[config.mk]
export PLATFORM = sky130hd
export DESIGN_NAME = seg_mem_unit
export DESIGN_NICKNAME = d
export VERILOG_FILES = /design/src/rtl/seg_mem_pkg.sv /design/src/rtl/seg_base_file.sv /design/src/rtl/seg_addr_gen.sv /design/src/rtl/seg_access_fsm.sv /design/src/rtl/seg_mem_unit.sv
export SDC_FILE = /design/constraint.sdc
export NUM_CORES = 1
export LEC_CHECK = 0
export BUFFER_PORTS_ARGS = -buffer_cell sky130_fd_sc_hd__buf_4
export CAP_MARGIN = 15
export CORE_MARGIN = 5
export CORE_UTILIZATION = 60
export CTS_BUF_LIST = sky130_fd_sc_hd__clkbuf_8
export DETAILED_ROUTE_END_ITERATION = 8
export PLACE_DENSITY = 0.83
export SETUP_SLACK_MARGIN = 0.4
export SLEW_MARGIN = 15
export SYNTH_ARGS = -nofsm -noshare
export SYNTH_HDL_FRONTEND = slang
export SYNTH_HIERARCHICAL = 1
export SYNTH_SLANG_ARGS = --single-unit
[constraint.sdc]
create_clock -name clk -period 3.9 [get_ports clk]
set_input_delay 0.39 -clock clk [delete_from_list [all_inputs] [get_ports clk]]
set_output_delay 0.39 -clock clk [all_outputs]
set_load 0.02 [all_outputs]
[src/rtl/seg_mem_pkg.sv]
package seg_mem_pkg;

  typedef enum logic [1:0] {
    OP_READ  = 2'd0,
    OP_WRITE = 2'd1,
    OP_RMW   = 2'd2
  } op_e;

  typedef enum logic [2:0] {
    ST_IDLE,
    ST_RLO,
    ST_RHI,
    ST_RFIN,
    ST_WAITWB,
    ST_WLO,
    ST_WHI,
    ST_WFIN
  } acc_state_e;

endpackage

[src/rtl/seg_base_file.sv]
module seg_base_file #(
  parameter int SEG_W        = 16,
  parameter int ADDR_W       = 20,
  parameter int NUM_SEGS     = 4,
  parameter int RESET_SEG    = 1,
  parameter int RESET_VAL    = 16'hFFFF,
  localparam int SEL_W       = $clog2(NUM_SEGS),
  localparam int SHIFT       = ADDR_W - SEG_W
) (
  input  logic              clk,
  input  logic              rst_n,
  input  logic              wr_en,
  input  logic [SEL_W-1:0]  wr_sel,
  input  logic [SEG_W-1:0]  wr_val,
  output logic [ADDR_W-1:0] base_o [NUM_SEGS]
);

  function automatic logic [ADDR_W-1:0] to_base(input logic [SEG_W-1:0] s);
    return ADDR_W'(s) << SHIFT;
  endfunction

  for (genvar g = 0; g < NUM_SEGS; g++) begin : g_seg
    localparam logic [SEG_W-1:0] INIT = (g == RESET_SEG) ? SEG_W'(RESET_VAL) : '0;
    logic [ADDR_W-1:0] base_q;

    always_ff @(posedge clk or negedge rst_n) begin
      if (!rst_n)
        base_q <= to_base(INIT);
      else if (wr_en && (wr_sel == SEL_W'(g)))
        base_q <= to_base(wr_val);
    end

    assign base_o[g] = base_q;
  end

endmodule

[src/rtl/seg_addr_gen.sv]
module seg_addr_gen #(
  parameter int ADDR_W = 20,
  parameter int OFF_W  = 16
) (
  input  logic [ADDR_W-1:0] base,
  input  logic [OFF_W-1:0]  offset,
  output logic [ADDR_W-1:0] lo_addr,
  output logic [ADDR_W-1:0] hi_addr,
  output logic              hi_from_base
);

  function automatic logic [ADDR_W-1:0] form_phys(input logic [ADDR_W-1:0] b,
                                                 input logic [OFF_W-1:0]  o);
    return b + ADDR_W'(o);
  endfunction

  function automatic logic [ADDR_W-1:0] next_phys(input logic [ADDR_W-1:0] a);
    return a + ADDR_W'(1);
  endfunction

  always_comb begin
    lo_addr      = form_phys(base, offset);
    hi_from_base = &offset;
    hi_addr      = hi_from_base ? form_phys(base, '0) : next_phys(lo_addr);
  end

endmodule

[src/rtl/seg_access_fsm.sv]
module seg_access_fsm
  import seg_mem_pkg::*;
#(
  parameter int ADDR_W = 20,
  parameter int DATA_W = 8,
  localparam int WORD_W = 2 * DATA_W
) (
  input  logic              clk,
  input  logic              rst_n,
  input  logic              req_valid,
  input  op_e               req_op,
  input  logic              req_word,
  input  logic [WORD_W-1:0] req_wdata,
  input  logic [ADDR_W-1:0] lo_addr,
  input  logic [ADDR_W-1:0] hi_addr,
  input  logic              hi_from_base,
  input  logic              wb_valid,
  input  logic [WORD_W-1:0] wb_data,
  input  logic [DATA_W-1:0] mem_rdata,
  output logic              req_ready,
  output logic              req_accept,
  output logic              mem_en,
  output logic              mem_we,
  output logic [ADDR_W-1:0] mem_addr,
  output logic [DATA_W-1:0] mem_wdata,
  output logic              done,
  output logic [WORD_W-1:0] rdata,
  output logic              wb_wait,
  output logic              second_byte,
  output logic              hi_wrap_q
);

  acc_state_e        state_q;
  logic [ADDR_W-1:0] lo_q, hi_q;
  logic              word_q;
  op_e               op_q;
  logic [WORD_W-1:0] wdat_q;
  logic [DATA_W-1:0] lo_byte_q;
  logic [WORD_W-1:0] rdata_q;
  logic              done_q;
  logic              wrap_q;

  always_ff @(posedge clk or negedge rst_n) begin
    if (!rst_n) begin
      state_q   <= ST_IDLE;
      lo_q      <= '0;
      hi_q      <= '0;
      word_q    <= 1'b0;
      op_q      <= OP_READ;
      wdat_q    <= '0;
      lo_byte_q <= '0;
      rdata_q   <= '0;
      done_q    <= 1'b0;
      wrap_q    <= 1'b0;
    end else begin
      done_q <= 1'b0;
      case (state_q)
        ST_IDLE: begin
          if (req_valid) begin
            lo_q    <= lo_addr;
            hi_q    <= hi_addr;
            wrap_q  <= hi_from_base;
            word_q  <= req_word;
            op_q    <= req_op;
            wdat_q  <= req_wdata;
            state_q <= (req_op == OP_WRITE) ? ST_WLO : ST_RLO;
          end
        end
        ST_RLO:  state_q <= word_q ? ST_RHI : ST_RFIN;
        ST_RHI: begin
          lo_byte_q <= mem_rdata;
          state_q   <= ST_RFIN;
        end
        ST_RFIN: begin
          rdata_q <= word_q ? {mem_rdata, lo_byte_q} : {{DATA_W{1'b0}}, mem_rdata};
          if (op_q == OP_RMW) begin
            state_q <= ST_WAITWB;
          end else begin
            done_q  <= 1'b1;
            state_q <= ST_IDLE;
          end
        end
        ST_WAITWB: begin
          if (wb_valid) begin
            wdat_q  <= wb_data;
            state_q <= ST_WLO;
          end
        end
        ST_WLO:  state_q <= word_q ? ST_WHI : ST_WFIN;
        ST_WHI:  state_q <= ST_WFIN;
        ST_WFIN: begin
          done_q  <= 1'b1;
          state_q <= ST_IDLE;
        end
        default: state_q <= ST_IDLE;
      endcase
    end
  end

  always_comb begin
    req_ready   = (state_q == ST_IDLE);
    req_accept  = req_valid && req_ready;
    second_byte = (state_q == ST_RHI) || (state_q == ST_WHI);
    mem_we      = (state_q == ST_WLO) || (state_q == ST_WHI);
    mem_en      = mem_we || (state_q == ST_RLO) || (state_q == ST_RHI);
    mem_addr    = second_byte ? hi_q : lo_q;
    mem_wdata   = (state_q == ST_WHI) ? wdat_q[WORD_W-1:DATA_W] : wdat_q[DATA_W-1:0];
    wb_wait     = (state_q == ST_WAITWB);
    done        = done_q;
    rdata       = rdata_q;
    hi_wrap_q   = wrap_q;
  end

endmodule

[src/rtl/seg_mem_unit.sv]
module seg_mem_unit
  import seg_mem_pkg::*;
#(
  parameter int ADDR_W      = 20,
  parameter int SEG_W       = 16,
  parameter int OFF_W       = 16,
  parameter int DATA_W      = 8,
  parameter int NUM_SEGS    = 4,
  parameter int DEFAULT_SEG = 3,
  parameter int RESET_SEG   = 1,
  parameter int RESET_VAL   = 16'hFFFF,
  localparam int SEL_W      = $clog2(NUM_SEGS),
  localparam int WORD_W     = 2 * DATA_W
) (
  input  logic              clk,
  input  logic              rst_n,
  input  logic              seg_wr_en,
  input  logic [SEL_W-1:0]  seg_wr_sel,
  input  logic [SEG_W-1:0]  seg_wr_val,
  input  logic              req_valid,
  output logic              req_ready,
  input  logic              req_seg_named,
  input  logic [SEL_W-1:0]  req_seg_sel,
  input  logic [OFF_W-1:0]  req_offset,
  input  logic [1:0]        req_op,
  input  logic              req_word,
  input  logic [WORD_W-1:0] req_wdata,
  input  logic              wb_valid,
  input  logic [WORD_W-1:0] wb_data,
  output logic              wb_wait,
  output logic              done,
  output logic [WORD_W-1:0] rdata,
  output logic              mem_en,
  output logic              mem_we,
  output logic [ADDR_W-1:0] mem_addr,
  output logic [DATA_W-1:0] mem_wdata,
  input  logic [DATA_W-1:0] mem_rdata
);

  logic [ADDR_W-1:0] bases [NUM_SEGS];
  logic [SEL_W-1:0]  eff_sel;
  logic [ADDR_W-1:0] sel_base;
  logic [ADDR_W-1:0] lo_addr, hi_addr;
  logic              hi_from_base;
  logic              req_accept;
  logic              second_byte;
  logic              hi_wrap_q;

  seg_base_file #(
    .SEG_W(SEG_W), .ADDR_W(ADDR_W), .NUM_SEGS(NUM_SEGS),
    .RESET_SEG(RESET_SEG), .RESET_VAL(RESET_VAL)
  ) u_bases (
    .clk(clk), .rst_n(rst_n),
    .wr_en(seg_wr_en), .wr_sel(seg_wr_sel), .wr_val(seg_wr_val),
    .base_o(bases)
  );

  assign eff_sel  = req_seg_named ? req_seg_sel : SEL_W'(DEFAULT_SEG);
  assign sel_base = bases[eff_sel];

  seg_addr_gen #(.ADDR_W(ADDR_W), .OFF_W(OFF_W)) u_addr (
    .base(sel_base), .offset(req_offset),
    .lo_addr(lo_addr), .hi_addr(hi_addr), .hi_from_base(hi_from_base)
  );

  seg_access_fsm #(.ADDR_W(ADDR_W), .DATA_W(DATA_W)) u_fsm (
    .clk(clk), .rst_n(rst_n),
    .req_valid(req_valid), .req_op(op_e'(req_op)), .req_word(req_word),
    .req_wdata(req_wdata),
    .lo_addr(lo_addr), .hi_addr(hi_addr), .hi_from_base(hi_from_base),
    .wb_valid(wb_valid), .wb_data(wb_data), .mem_rdata(mem_rdata),
    .req_ready(req_ready), .req_accept(req_accept),
    .mem_en(mem_en), .mem_we(mem_we), .mem_addr(mem_addr), .mem_wdata(mem_wdata),
    .done(done), .rdata(rdata), .wb_wait(wb_wait),
    .second_byte(second_byte), .hi_wrap_q(hi_wrap_q)
  );

endmodule

==> results_tabular.tex, run 1 <==
\begin{tabular}{lr}
\hline
Metric & Value \\
\hline
\multicolumn{2}{l}{\textbf{Outcome}} \\
Outcome & completed \\
\multicolumn{2}{l}{\textbf{Global route}} \\
Global-route wire length before repair & 37940 um \\
Total track usage & 26.77\% \\
Number of antenna violations at the first check in global routing & 0 \\
Via count of the first global-routing pass & 7569 \\
Overall overflow remaining after global route & 0 \\
Largest net degree at the start of global routing & 100 \\
\multicolumn{2}{l}{\textbf{Hold path}} \\
Min-Delay Path Class & in -> async \\
\multicolumn{2}{l}{\textbf{Floorplan}} \\
Initial Utilization & 61.31\% \\
Site row count & 44 \\
Floorplan Core Area & 0.01459 mm2 \\
Die Span X & 132.1 um \\
Die Area & 0.01745 mm2 \\
Number of primary I/O pins & 134 \\
Height of the die & 132.1 um \\
\multicolumn{2}{l}{\textbf{Cells and area}} \\
Area growth from synthesis to final layout & 29.08\% \\
Commonest cells after routing, fill and taps aside & buf\_4, nand2\_1, mux2\_2 \\
Number of filler instances in the final layout & 845 \\
Layout cells sized above 1 & 49.81\% \\
Final standard cell utilization of the core & 79.14\% \\
Commonest non-fill, non-tap cell in the layout & buf\_4 \\
Antenna diode count & 0 \\
Count of non-filler cells in the finished layout & 1264 \\
\# nets final & 1170 \\
\multicolumn{2}{l}{\textbf{Clocking}} \\
Sinks on the clock net & 151 \\
Clock-pin slew on the worst setup and hold paths & 0.08 ns \\
Post-CTS Hold Buffers & 0 \\
Number of buffers created by CTS & 17 \\
Maximum level of the CTS H-tree & 4 \\
Clk Latency, worst-skew pair & 0.47 ns \\
Clock tree buffer depth & 2 \\
Clock tree root buffer cell & clkbuf\_8 \\
TritonCTS clock tree & built \\
\multicolumn{2}{l}{\textbf{Timing}} \\
Pin slew with the least headroom to its limit & 1.022 ns \\
Max Freq & 0.2705 GHz \\
\# setup viols final & 0 \\
Unrepaired setup endpoints after global routing & yes \\
Final count of pins violating max slew & 0 \\
Final Skew & 0.01748 ns \\
Final critical-path share of the clock period & 94.80\% \\
Total count of hold-check failures in the final report & 0 \\
Shortest clock period the worst path allows after layout & 3.697 ns \\
Slew Limit Headroom & 31.88\% \\
Aggregate negative setup slack & 0 ns \\
\multicolumn{2}{l}{\textbf{Detailed routing}} \\
Count of routing violations after the opening detailed-route iteration & 542 \\
Per-cell via count in the routed design & 5.848 \\
Total vias in the final route & 7392 \\
Drt wl/cell & 19.06 um \\
Number of remaining DRC errors & 0 \\
First-pass iteration count of the detailed router & 6 \\
Residual antenna-violating net count after detailed routing & 0 \\
Final wirelength & 24100 um \\
\multicolumn{2}{l}{\textbf{Yosys}} \\
Number of standard cells after synthesis & 850 \\
Yosys synthesis warning count & 6 \\
Average cell area after synthesis & 10.52 um2 \\
Area of the mapped netlist & 0.008945 mm2 \\
\multicolumn{2}{l}{\textbf{Placed design}} \\
Inst Count DP & 1205 \\
Routability Congestion & 0.8954 \\
Dpl hpwl & 16520 um \\
Quantity of I/O buffers inserted on ports & 133 \\
\multicolumn{2}{l}{\textbf{Critical path}} \\
Worst flop-to-flop path startpoint & u\_bases/g\_seg[0].base\_q[6]\$\_DFFE\_PN0P\_ \\
Register-to-Register Setup Slack & 0.20 ns \\
Critical register-to-register path endpoint & u\_fsm/hi\_q[16]\$\_DFFE\_PN0P\_ \\
Startpoint types & flop \\
Kind of cell adding the most delay to the critical path & simple AND/OR/NAND/NOR gates \\
Arrival time of data at the critical path endpoint & 4.04 ns \\
Category of the most critical setup path & reg -> reg \\
Master of the slowest instance on the critical path & or4\_4 \\
Type of element capturing the critical path & flop \\
Required time worst endpoint & 4.24 ns \\
List of cells traversed by the critical path & nor2b\_1 -> a211oi\_2 -> a31oi\_1 -> buf\_4 -> ha\_4 -> and2\_4 -> or3\_4 -> o2111ai\_2 -> nand3\_1 -> xnor2\_2 -> inv\_1 -> or4\_4 -> a21oi\_2 -> xor2\_1 -> mux2\_2 \\
Peak fanout along the critical path & 3 \\
Slowest stage delay, CP & 0.53 ns \\
Worst path bufs/invs & 2 \\
Reg2reg path depth & 15 \\
\multicolumn{2}{l}{\textbf{Power}} \\
Cell area power density & 647.3 mW/mm2 \\
PnR Total Power & 0.007474 W \\
Peak ir drop on the vdd network & 0.5109 mV \\
Static leakage power & 5.209 nW \\
\multicolumn{2}{l}{\textbf{Job}} \\
Number of maximum-capacitance violations & 0 \\
\hline
\end{tabular}
[worst register-to-register path, delay by kind of cell (launching register included)]
family / cells / cell delay [ns]
DFF: 1 / 0.38
xor gates and xnor gates: 2 / 0.34
muxes: 1 / 0.27
AOI/OAI and AO/OA: 4 / 0.75
buffers and inverters: 2 / 0.28
and+or+nand+nor: 5 / 1.35
adders and majority gates: 1 / 0.21
[layout make-up]
class                      instances  area, um2  share of cell area (%)
clock buffer                      19      261.5                   2.265
clock inverter                    13      131.4                   1.138
inverter                          12      45.04                  0.3901
multi-input combinational        640       5187                   44.93
sequential                       151       3799                   32.90
tap                              184      230.2                   1.994
timing repair buffer             245       1892                   16.38
[timing repair]
| action | 4_1_cts | 5_1_grt |
|---|---|---|
| pin swaps | 12 | 20 |
| resized for setup | 30 | 36 |
| setup endpoints to repair | 7 | 9 |
| buffers inserted | 12 | 15 |
| endpoints found under the hold margin | 0 | 0 |
[where the power goes]
part	total [W]	internal (W)	switching, W
Sequential	0.00256	0.00216	0.000400
Clock	0.00119	0.000598	0.000595
Combinational	0.00373	0.00185	0.00188
Total	0.00747	0.00460	0.00287
[worst max path at each step]
stage	slack [ns]	end	from	depth (start not counted)
after floorplan	0.11	u_fsm/hi_q[16]$_DFFE_PN0P_	req_seg_sel[1]	16
after global placement	-0.17	u_fsm/hi_q[19]$_DFFE_PN0P_	req_seg_sel[1]	16
after detailed placement	-0.24	u_fsm/hi_q[19]$_DFFE_PN0P_	req_seg_sel[1]	16
after CTS	0.34	u_fsm/hi_q[16]$_DFFE_PN0P_	req_seg_sel[1]	16
after global routing	0.04	u_fsm/hi_q[16]$_DFFE_PN0P_	u_bases/g_seg[0].base_q[6]$_DFFE_PN0P_	15
final	0.20	u_fsm/hi_q[16]$_DFFE_PN0P_	u_bases/g_seg[0].base_q[6]$_DFFE_PN0P_	15
[through the flow]
stage	hold WS, ns	area (um2)	setup WS (ns)
floorplan	0.09441	9077	0.1077
global placement	0.4637	10560	-0.1723
detailed placement	0.4712	10560	-0.2360
CTS	0.06078	11230	0.3362
global route	0.08514	11550	0.03876
finish	0.005916	11550	0.2029
[state kept, by name, indices dropped and copies added (netlist names)]
register / flops
u_bases/g_seg.base_q: 64
u_fsm/wdat_q: 16
u_fsm/rdata: 16
u_fsm/state_q: 3
u_fsm/done: 1
u_fsm/op_q: 2
u_fsm/word_q: 1
u_fsm/hi_q: 20
u_fsm/lo_byte_q: 8
u_fsm/lo_q: 20
[routing by layer]
metal	up-vias	track usage, %	routed length (um)
met5	-	0	0
met4	0	12.97	975
met3	81	5.229	1274
met2	245	45.82	12390
met1	3644	32.35	9458
li1	3422	-	-
No activity file was read; power rests on OpenSTA's default activity.
==> run 2: changes to the inputs <==
--- a/config.mk
+++ b/config.mk
@@ -7,11 +7,13 @@
 export LEC_CHECK = 0
 export BUFFER_PORTS_ARGS = -buffer_cell sky130_fd_sc_hd__buf_4
 export CAP_MARGIN = 15
+export CELL_PAD_IN_SITES_DETAIL_PLACEMENT = 2
+export CELL_PAD_IN_SITES_GLOBAL_PLACEMENT = 2
 export CORE_MARGIN = 5
-export CORE_UTILIZATION = 60
+export CORE_UTILIZATION = 38
 export CTS_BUF_LIST = sky130_fd_sc_hd__clkbuf_8
 export DETAILED_ROUTE_END_ITERATION = 8
-export PLACE_DENSITY = 0.83
+export PLACE_DENSITY_LB_ADDON = 0.1
 export SETUP_SLACK_MARGIN = 0.4
 export SLEW_MARGIN = 15
 export SYNTH_ARGS = -nofsm -noshare
==> results_tabular.tex, run 2 (synthesized netlist as in run 1, its figures left out) <==
\begin{tabular}{lr}
\hline
Metric & Value \\
\hline
\multicolumn{2}{l}{\textbf{Outcome}} \\
Outcome & finished with violations \\
Failing checks & negative hold slack, negative setup slack \\
\multicolumn{2}{l}{\textbf{Global route}} \\
Largest net degree at the start of global routing & 95 (-5.0\%) \\
Overall overflow remaining after global route & 0 (unchanged) \\
Global-route wire length before repair & 48800 um (+29\%) \\
Total track usage & 23.55\% (-3.2 points) \\
Via count of the first global-routing pass & 8577 (+13\%) \\
Number of antenna violations at the first check in global routing & 0 (unchanged) \\
\multicolumn{2}{l}{\textbf{Critical path}} \\
List of cells traversed by the critical path & buf\_6 -> nand2b\_4 -> buf\_4 -> buf\_12 -> a211oi\_1 -> a31oi\_1 -> ha\_1 -> nand2\_1 -> or4b\_2 -> o2111a\_1 -> o211ai\_1 -> nor4b\_4 -> inv\_1 -> or4\_4 -> a21oi\_2 -> xor2\_1 -> mux2\_4 \\
Master of the slowest instance on the critical path & or4\_4 \\
Kind of cell adding the most delay to the critical path & simple AND/OR/NAND/NOR gates \\
Startpoint types & primary input \\
Peak fanout along the critical path & 8 (+5) \\
Required time worst endpoint & 4.24 ns (about the same) \\
Arrival time of data at the critical path endpoint & 4.28 ns (+0.24 ns) \\
Category of the most critical setup path & in -> reg \\
Type of element capturing the critical path & flop \\
Slowest stage delay, CP & 0.49 ns (-0.04 ns) \\
Worst path bufs/invs & 4 (+2) \\
Register-to-Register Setup Slack & -0.02 ns (-0.22 ns) \\
\multicolumn{2}{l}{\textbf{Detailed routing}} \\
First-pass iteration count of the detailed router & 4 (-2) \\
Per-cell via count in the routed design & 5.366 (-8.2\%) \\
Residual antenna-violating net count after detailed routing & 0 (unchanged) \\
Count of routing violations after the opening detailed-route iteration & 274 (-49\%) \\
Final wirelength & 33320 um (+38\%) \\
Total vias in the final route & 7561 (+2.3\%) \\
Drt wl/cell & 23.64 um (+24\%) \\
Number of remaining DRC errors & 0 (unchanged) \\
\multicolumn{2}{l}{\textbf{Power}} \\
Cell area power density & 669.2 mW/mm2 (+3.4\%) \\
Static leakage power & 5.276 nW (+1.3\%) \\
Peak ir drop on the vdd network & 0.3189 mV (-38\%) \\
\multicolumn{2}{l}{\textbf{Timing}} \\
Final critical-path share of the clock period & 101.1\% (+6.3 points) \\
\# setup viols final & 2 (+2) \\
Final critical-path setup slack & -0.04294 ns (-0.2458 ns) \\
Aggregate negative setup slack & -0.04478 ns (-0.04478 ns) \\
Final Skew & 0.01946 ns (+0.001981 ns) \\
Unrepaired setup endpoints after global routing & yes \\
Post-route worst hold slack & -0.02168 ns (-0.02759 ns) \\
Shortest clock period the worst path allows after layout & 3.943 ns (+0.2458 ns) \\
Final count of pins violating max slew & 0 (unchanged) \\
Total count of hold-check failures in the final report & 6 (+6) \\
Slew Limit Headroom & 29.12\% (-2.8 points) \\
Pin slew with the least headroom to its limit & 1.062 ns (+0.04032 ns) \\
Max Freq & 0.2536 GHz (-6.2\%) \\
\multicolumn{2}{l}{\textbf{Clocking}} \\
Clock-pin slew on the worst setup and hold paths & 0.10 ns (+0.02 ns) \\
Clk Latency, worst-skew pair & 0.47 ns (about the same) \\
Clock tree root buffer cell & clkbuf\_8 \\
TritonCTS clock tree & built \\
Sinks on the clock net & 151 (unchanged) \\
Clock tree buffer depth & 2 (unchanged) \\
Number of buffers created by CTS & 17 (unchanged) \\
Maximum level of the CTS H-tree & 4 (unchanged) \\
\multicolumn{2}{l}{\textbf{Cells and area}} \\
\# nets final & 1180 (+0.85\%) \\
Flip-flop count of the largest register, all copies and words added & 64 (unchanged) \\
Register containing the most flip-flops in the final layout & u\_bases/g\_seg.base\_q \\
Regs by FF count & u\_bases/g\_seg.base\_q x64, u\_fsm/hi\_q x20, u\_fsm/lo\_q x20 \\
Commonest cells after routing, fill and taps aside & buf\_4, nand2\_1, mux2\_2 \\
Antenna diode count & 0 (unchanged) \\
Area growth from synthesis to final layout & 33.00\% \\
Number of filler instances in the final layout & 2407 (+180\%) \\
Layout cells sized above 1 & 50.92\% (+1.1 points) \\
Commonest non-fill, non-tap cell in the layout & buf\_4 \\
Count of non-filler cells in the finished layout & 1409 (+11\%) \\
\multicolumn{2}{l}{\textbf{Placed design}} \\
Pre-CTS WS & -0.3768 ns (-0.1408 ns) \\
Routability Congestion & 0.8564 (-4.4\%) \\
Quantity of I/O buffers inserted on ports & 133 (unchanged) \\
Dpl hpwl & 22300 um (+35\%) \\
Inst Count DP & 1350 (+12\%) \\
\multicolumn{2}{l}{\textbf{Floorplan}} \\
Initial Utilization & 38.34\% (-23 points) \\
Die Span X & 163.4 um (+24\%) \\
Site row count & 56 (+27\%) \\
Die Area & 0.02671 mm2 (+53\%) \\
Number of primary I/O pins & 134 (unchanged) \\
Floorplan Core Area & 0.02333 mm2 (+60\%) \\
Height of the die & 163.4 um (+24\%) \\
\multicolumn{2}{l}{\textbf{Hold path}} \\
Min-Delay Path Class & in -> async \\
\multicolumn{2}{l}{\textbf{Job}} \\
Number of maximum-capacitance violations & 0 (unchanged) \\
\hline
\end{tabular}
[run 2: timing repair]
action                                  CTS  global route
setup buffers                            14            12
hold buffers                              0             0
endpoints found under the setup margin   20            15
cloned                                    1             0
resized for setup                        49            35
pin swaps                                23            26
[run 2: worst paths after layout]
path | startpoint | endpoint | cells past startpoint
setup / recovery | req_seg_sel[1] | u_fsm/hi_q[16]$_DFFE_PN0P_ | 17
hold / removal | rst_n | u_fsm/hi_q[6]$_DFFE_PN0P_ | 1
max in group asynchronous | rst_n | u_bases/g_seg[1].base_q[11]$_DFFE_PN1P_ | 2
setup reg to reg | u_bases/g_seg[0].base_q[6]$_DFFE_PN0P_ | u_fsm/hi_q[16]$_DFFE_PN0P_ | 16
min in group clk | req_word | u_fsm/word_q$_DFFE_PN0P_ | 2
hold reg to reg | u_fsm/rdata[9]$_DFFE_PN0P_ | u_fsm/rdata[9]$_DFFE_PN0P_ | 2
[run 2: per-layer routing]
metal	share of wire [%]	vias up	GRT usage (%)
li1	-	3445	-
met1	42	3931	29.34
met2	52	145	41.60
met3	3.6	40	4.492
met4	2.1	0	6.824
met5	0	-	0
[run 2: where the power goes]
group | total, W | switching [W] | internal, W
Clock | 0.00134 | 0.000691 | 0.000650
Combinational | 0.00403 | 0.00211 | 0.00192
Sequential | 0.00259 | 0.000436 | 0.00216
[run 2: through the flow]
step | instance area [um2] | total power, W | util [%]
6_report | 11900 | 0.007961 | 50.99
5_1_grt | 11900 | 0.008423 | 50.99
4_1_cts | 11600 | 0.007788 | 49.74
3_5_place_dp | 10820 | 0.006232 | 46.37
3_3_place_gp | 10820 | 0.005998 | 46.37
2_1_floorplan | 9077 | 0.004714 | -
[run 2: layout make-up]
type	instances	area (um2)	area share (%)
Clock buffer	17	234.0	1.967
Inverter	12	48.80	0.4102
Tap cell	319	399.1	3.355
Timing Repair Buffer	254	2003	16.84
Sequential cell	151	3799	31.93
Clock inverter	15	192.7	1.620
Timing Repair inverter	1	5.005	0.04207
Multi-Input combinational cell	640	5215	43.84
[run 2: worst reg2reg max path: stages (launching register included)]
cell      delay, ns
dfrtp_1        0.39
nor2b_4        0.13
a211oi_2       0.20
a31oi_2        0.09
buf_4          0.17
ha_4           0.28
buf_8          0.12
o211ai_1       0.14
a21o_1         0.25
a21oi_2        0.14
o211ai_1       0.28
nor4b_4        0.47
inv_1          0.14
or4_4          0.49
a21oi_2        0.16
xor2_1         0.10
mux2_4         0.27
